### config.mk
export PLATFORM = sky130hd
export DESIGN_NAME = scsi_phase_ctl
export DESIGN_NICKNAME = d
export VERILOG_FILES = /design/src/rtl/scsi_phase_ctl.sv
export SDC_FILE = /design/constraint.sdc
export NUM_CORES = 1
export LEC_CHECK = 0
export BUFFER_PORTS_ARGS = -buffer_cell sky130_fd_sc_hd__buf_2
export CELL_PAD_IN_SITES_DETAIL_PLACEMENT = 1
export CELL_PAD_IN_SITES_GLOBAL_PLACEMENT = 2
export CORE_UTILIZATION = 23
export DETAILED_ROUTE_END_ITERATION = 12
export GPL_TIMING_DRIVEN = 0
export PLACE_DENSITY_LB_ADDON = 0.25
export SLEW_MARGIN = 20
export SYNTH_ARGS = -nofsm -noshare
export SYNTH_HDL_FRONTEND = slang
export SYNTH_SLANG_ARGS = --single-unit
### constraint.sdc
create_clock -name clk -period 1.2 [get_ports clk]
set_clock_uncertainty 0.1 [all_clocks]
set_input_delay 0.24 -clock clk [delete_from_list [all_inputs] [get_ports clk]]
set_output_delay 0.24 -clock clk [all_outputs]
set_load 0.01 [all_outputs]
### src/rtl/scsi_phase_ctl.sv
module scsi_phase_ctl (
  input  logic       clk,
  input  logic       rst_n,
  input  logic       wr_en,
  input  logic [7:0] wr_data,
  output logic [7:0] rd_data,
  input  logic       tgt_mode,
  input  logic       dma_mode,
  input  logic       bus_req,
  input  logic       bus_msg,
  input  logic       bus_cd,
  input  logic       bus_io,
  input  logic       int_clr,
  input  logic       dma_start,
  input  logic       dma_last,
  input  logic       byte_sent,
  output logic       drv_req,
  output logic       drv_msg,
  output logic       drv_cd,
  output logic       drv_io,
  output logic       phase_irq,
  output logic       send_ok,
  output logic       undef_phase,
  output logic       last_sent
);

  logic [2:0] phase_q;
  logic       req_bit;
  logic       lbs_q;
  logic       fetched_last;
  logic [3:0] sync1, sync2;
  logic       req_prev;
  logic       unused_wr;

  assign unused_wr = ^wr_data[7:4];

  // register
  always_ff @(posedge clk or negedge rst_n)
    if (!rst_n) begin
      phase_q <= 3'b000;
      req_bit <= 1'b0;
    end else if (wr_en) begin
      phase_q <= wr_data[2:0];
      req_bit <= wr_data[3];
    end

  assign rd_data = {lbs_q, 3'b000, req_bit, phase_q};

  assign drv_req = tgt_mode & req_bit;
  assign drv_msg = tgt_mode & phase_q[2];
  assign drv_cd  = tgt_mode & phase_q[1];
  assign drv_io  = tgt_mode & phase_q[0];

  // two-stage synchroniser: {req, msg, cd, io}
  always_ff @(posedge clk or negedge rst_n)
    if (!rst_n) begin
      sync1    <= '0;
      sync2    <= '0;
      req_prev <= 1'b0;
    end else begin
      sync1    <= {bus_req, bus_msg, bus_cd, bus_io};
      sync2    <= sync1;
      req_prev <= sync2[3];
    end

  logic [2:0] live_phase;
  logic       req_rise, mismatch_hit;
  assign live_phase   = sync2[2:0];
  assign req_rise     = sync2[3] & ~req_prev;
  assign mismatch_hit = req_rise & ~tgt_mode & dma_mode & (live_phase != phase_q);

  assign send_ok     = ~tgt_mode & (live_phase == phase_q);
  assign undef_phase = (live_phase[2:1] == 2'b10);

  always_ff @(posedge clk or negedge rst_n)
    if (!rst_n)            phase_irq <= 1'b0;
    else if (mismatch_hit) phase_irq <= 1'b1;
    else if (int_clr)      phase_irq <= 1'b0;

  // last byte sent tracking
  always_ff @(posedge clk or negedge rst_n)
    if (!rst_n) begin
      lbs_q        <= 1'b0;
      fetched_last <= 1'b0;
    end else if (dma_start) begin
      lbs_q        <= 1'b0;
      fetched_last <= 1'b0;
    end else begin
      if (wr_en) lbs_q <= 1'b0;
      else if (byte_sent & fetched_last & ~tgt_mode & dma_mode) lbs_q <= 1'b1;
      if (dma_last) fetched_last <= 1'b1;
    end

  assign last_sent = lbs_q;

  p_tgt_drive_r2: assert property (@(posedge clk) disable iff (!rst_n)
    (wr_en && tgt_mode) |=> (!tgt_mode ||
      {drv_req, drv_msg, drv_cd, drv_io} == $past(wr_data[3:0])));

  p_init_quiet_r3: assert property (@(posedge clk) disable iff (!rst_n)
    !tgt_mode |-> !(drv_req || drv_msg || drv_cd || drv_io));

  p_irq_cause_r4: assert property (@(posedge clk) disable iff (!rst_n)
    $rose(phase_irq) |-> $past(dma_mode && !tgt_mode));

  p_irq_hold_r5: assert property (@(posedge clk) disable iff (!rst_n)
    (phase_irq && !int_clr) |=> phase_irq);

  p_lbs_cause_r8: assert property (@(posedge clk) disable iff (!rst_n)
    $rose(last_sent) |-> $past(byte_sent));

  p_lbs_clear_r9: assert property (@(posedge clk) disable iff (!rst_n)
    (wr_en || dma_start) |=> !last_sent);

endmodule

-- After elaboration in Yosys (flattened, before gate mapping)
Cells that the tools add are included.
- logic and storage cells: 35
- register bits: 16
- bits of input ports: 21
- output and inout port bits: 16
- bitwise logic cells: 14
- equal/unequal tests: 3
- reductions and logical operators: 3
- muxes and demuxes: 7
- operator list (cell ; number):
    $and 1x1->1 ; 12
    $mux 1 ; 7
    $reduce_bool 2->1 ; 2
    $eq 3x3->1 ; 1
    $ne 3x3->1 ; 1
    $reduce_bool 3->1 ; 1
    $eq 2x2->1 const B ; 1
    $not 1->1 ; 2

-- Depth between registers and ports, before layout
- word-level depth: 6
- depth in mapped cells: 3
- depth with buffers taken out: 3

-- Least setup slack after synthesis
No wires, ideal clock.
- kind: reg-to-output
- start: register phase_q[0]
- end: output send_ok
- arrival: 1.043 ns
- setup slack: -0.183 ns
- path buffers: 0
- cell stages (with the launch flop): 3
- required time: 0.860 ns
- cells stage by stage: dfrtp_1 > xor2_1 > nor4_1
- longest elaborated chain between the ends: 2
- ends and longest elaborated chain (item ; line ; text):
    from (decl) ; 27 ; logic [2:0] phase_q;
    from (signal assigned) ; 43 ; phase_q <= wr_data[2:0];
    $eq 3x3->1 ; 72 ; assign send_ok = ~tgt_mode & (live_phase == phase_q);
    $and 1x1->1 ; 72 ;
    to (decl) ; 22 ; output logic send_ok,
No other way between the ends.

-- Worst setup path after layout
Ends and elaborated chain as after synthesis.

==> metrics.cfg <==
[critical_path]
r2r_end = phase_irq
reg2reg_depth = 3
critPathLaunch = phase_q[0]
crit_required_ns = 0.86
worst-path-buf-inv = 1
startpoint_type = flop
critical_path.cell_chain = xor2_1 > nor4_2 > buf_2
reg2reg_setup_slack_ns = 0.07
crit_arrival_ns = 1.24
crit_type = reg2out
crit_path_end_kind = primary output
cpMaxStageDelayCell = dfrtp_1
cp_slowest_stage_delay_ns = 0.40
crit_path_max_fanout = 2
rr_startpoint = phase_q[2]
critPathTopFamily = flip-flops

[drt]
via_per_inst = 3.940
drtIter0Drc = 2
drc = 0
via_count = 457
wl_um = 1173
first_pass_iters = 2
wl_per_cell_um = 10.11
ant_nets = 0

[clock_network]
numClockSinks = 16
clockBufferDepth = 2
clock_latency_ns = 0.28
clk_pin_slew_worst_paths_ns = 0.09
cts_tree = built
cts_buffers = 3
clockRootBuffer = clkbuf_4
cts.htree.levels = 1

[die]
start_util_pct = 24.19
ioPinCount = 37
die-width_um = 53.05
die_h_um = 53.05
rows = 18
coreArea_um2 = 2477
die-area_um2 = 2814

[sta]
timing.hold.ws_ns = 0.02353
rsz0062_at_grt = true
max_freq_mhz = 632.4
worst_slack_ns = -0.3813
fin_crit_sh_pct = 131.8
finalMaxSlewViolations = 0
setup_violations = 9
hold_viol_final = 0
timing.final.crit_period_ns = 1.581

[logic_synthesis]
ys_top_cells_by_area = dfrtp_1 (67%), buf_4 (6.3%), mux2_1 (5.6%), xor2_1 (4.4%), and2_1 (3.1%)
ys_warn_count = 0
synth.distinct_cells = 16
synth_top_cell_by_area = dfrtp_1
syn_inst = 44
synth_seq_cells = 16
syn_area_per_cell_um2 = 13.62
synthesis.area_um2 = 599.3
yosysSeqAreaShare_pct = 66.81
synth_top_area_share_pct = 66.81

[power_and_ir_drop]
p_total_mw = 1.150
vdd_drop_max_mv = 0.8557
p_per_area_nw_per_um2 = 1199
p_leak_nw = 0.4790

[worst_hold_path]
min_from = dma_start
hold_depth = 2
hold_class = in2reg
min_to = fetched_last

[run_status]
violations = negative setup slack
status = complete, but fails checks

[layout]
multi_input_area_um2 = 176.4
drive_above_1_share_pct = 52.33
fillers = 291
final-seq-area_um2 = 400.4
area_delta_synth_final_pct = 60.13
final_area_um2 = 959.7
antenna_cells = 0
nets = 108

[placement]
place_area_um2 = 795.8
place_congestion = 0.5856
pre_cts_ws_ns = -0.1281
dpl.hpwl_um = 864.7
portBuffers = 29

[grt]
grtUsageTotal_pct = 10.14
grt_overflow_total = 0
grt_max_degree = 17
grt_pass1_wl_um = 1849
antenna_found_initial = 0
grt_pass1_vias = 426

[run]
maxCapViolCount = 0

## kinds of logic after synthesis
family | Yosys count | synth area share (%)
compound gates | 2 | 2.089
xor+xnor | 3 | 4.385
buf+inv | 6 | 6.889
flops | 16 | 66.81
mux | 4 | 7.515
other cells | 1 | 0.6257
simple gates | 12 | 11.69
## registers in the layout, indices dropped and copies added, names as in the netlist
name          flops
phase_irq         1
last_sent         1
req_prev          1
fetched_last      1
phase_q           3
sync2             4
sync1             4
req_bit           1
## worst reg2reg max path, delay by kind of cell, from the launching register on
family | cells | cell delay (ns)
AOI/OAI and AO/OA | 1 | 0.11
xor gates and xnor gates | 1 | 0.20
and+or+nand+nor | 1 | 0.17
DFF | 1 | 0.43
## layout make-up
class	instances	share of cell area (%)
inverter	1	0.3911
clock buffer	4	3.781
timing repair buffer	37	28.29
buffer	4	3.520
multi-input combinational	24	18.38
tap	30	3.911
sequential	16	41.72
## repair_timing
item / in CTS / in global routing
pin swaps: 2 / 0
endpoints found under the hold margin: 20 / 0
setup buffers: 3 / 0
resized for setup: 9 / 3
hold buffers: 5 / 0
setup endpoints to repair: 11 / 12
## where the power goes
part	switching [mW]	total [mW]	internal [mW]
combinational	0.0862	0.215	0.129
clock	0.158	0.343	0.184
sequential	0.0204	0.593	0.572
total	0.265	1.15	0.885
## worst max-delay path by stage
stage / end / slack [ns] / cells past startpoint
2_1_floorplan: send_ok / -0.09 / 2
6_report: send_ok / -0.38 / 3
3_3_place_gp: send_ok / -0.12 / 3
5_1_grt: send_ok / -0.51 / 3
3_5_place_dp: send_ok / -0.13 / 3
4_1_cts: send_ok / -0.41 / 3
## cell usage after synthesis (all sizes together)
cell and n:
nor4 1, nand3b 1, dfrtp 16, and2 4
a31oi 1, buf 5, o22ai 1, nor2 2
xor2 3, inv 1, mux2 4, conb 1
nor3 2, nor2b 2
## routing by layer
metal,GRT usage [%],vias to the layer above,share of wire [%]
met1,9.912,215,39
met4,5.263,0,1.4
met5,0,-,0
met3,6.034,2,7.7
li1,-,224,-
met2,16.67,16,52
## cell usage in the layout, fill, tap and decap left out, drive strengths merged
master / netlist / final
xor2: 3 / 3
nor4: 1 / 1
nand3b: 1 / 1
dlygate4sd3: 0 / 5
nor3: 2 / 2
dfrtp: 16 / 16
and2: 4 / 4
mux2: 4 / 4
nor2: 2 / 2
inv: 1 / 1
o22ai: 1 / 1
buf: 5 / 36
clkbuf: 0 / 4
conb: 1 / 3
a31oi: 1 / 1
nor2b: 2 / 2
## through the flow
stage	setup TNS, ns	util, %	instances
5_1_grt	-1.964	38.74	116
6_report	-1.275	38.74	116
3_3_place_gp	-0.1172	32.12	105
3_5_place_dp	-0.1281	32.12	105
4_1_cts	-1.500	38.13	116
2_1_floorplan	-0.09321	-	46
(Power assumes the default switching activity.)
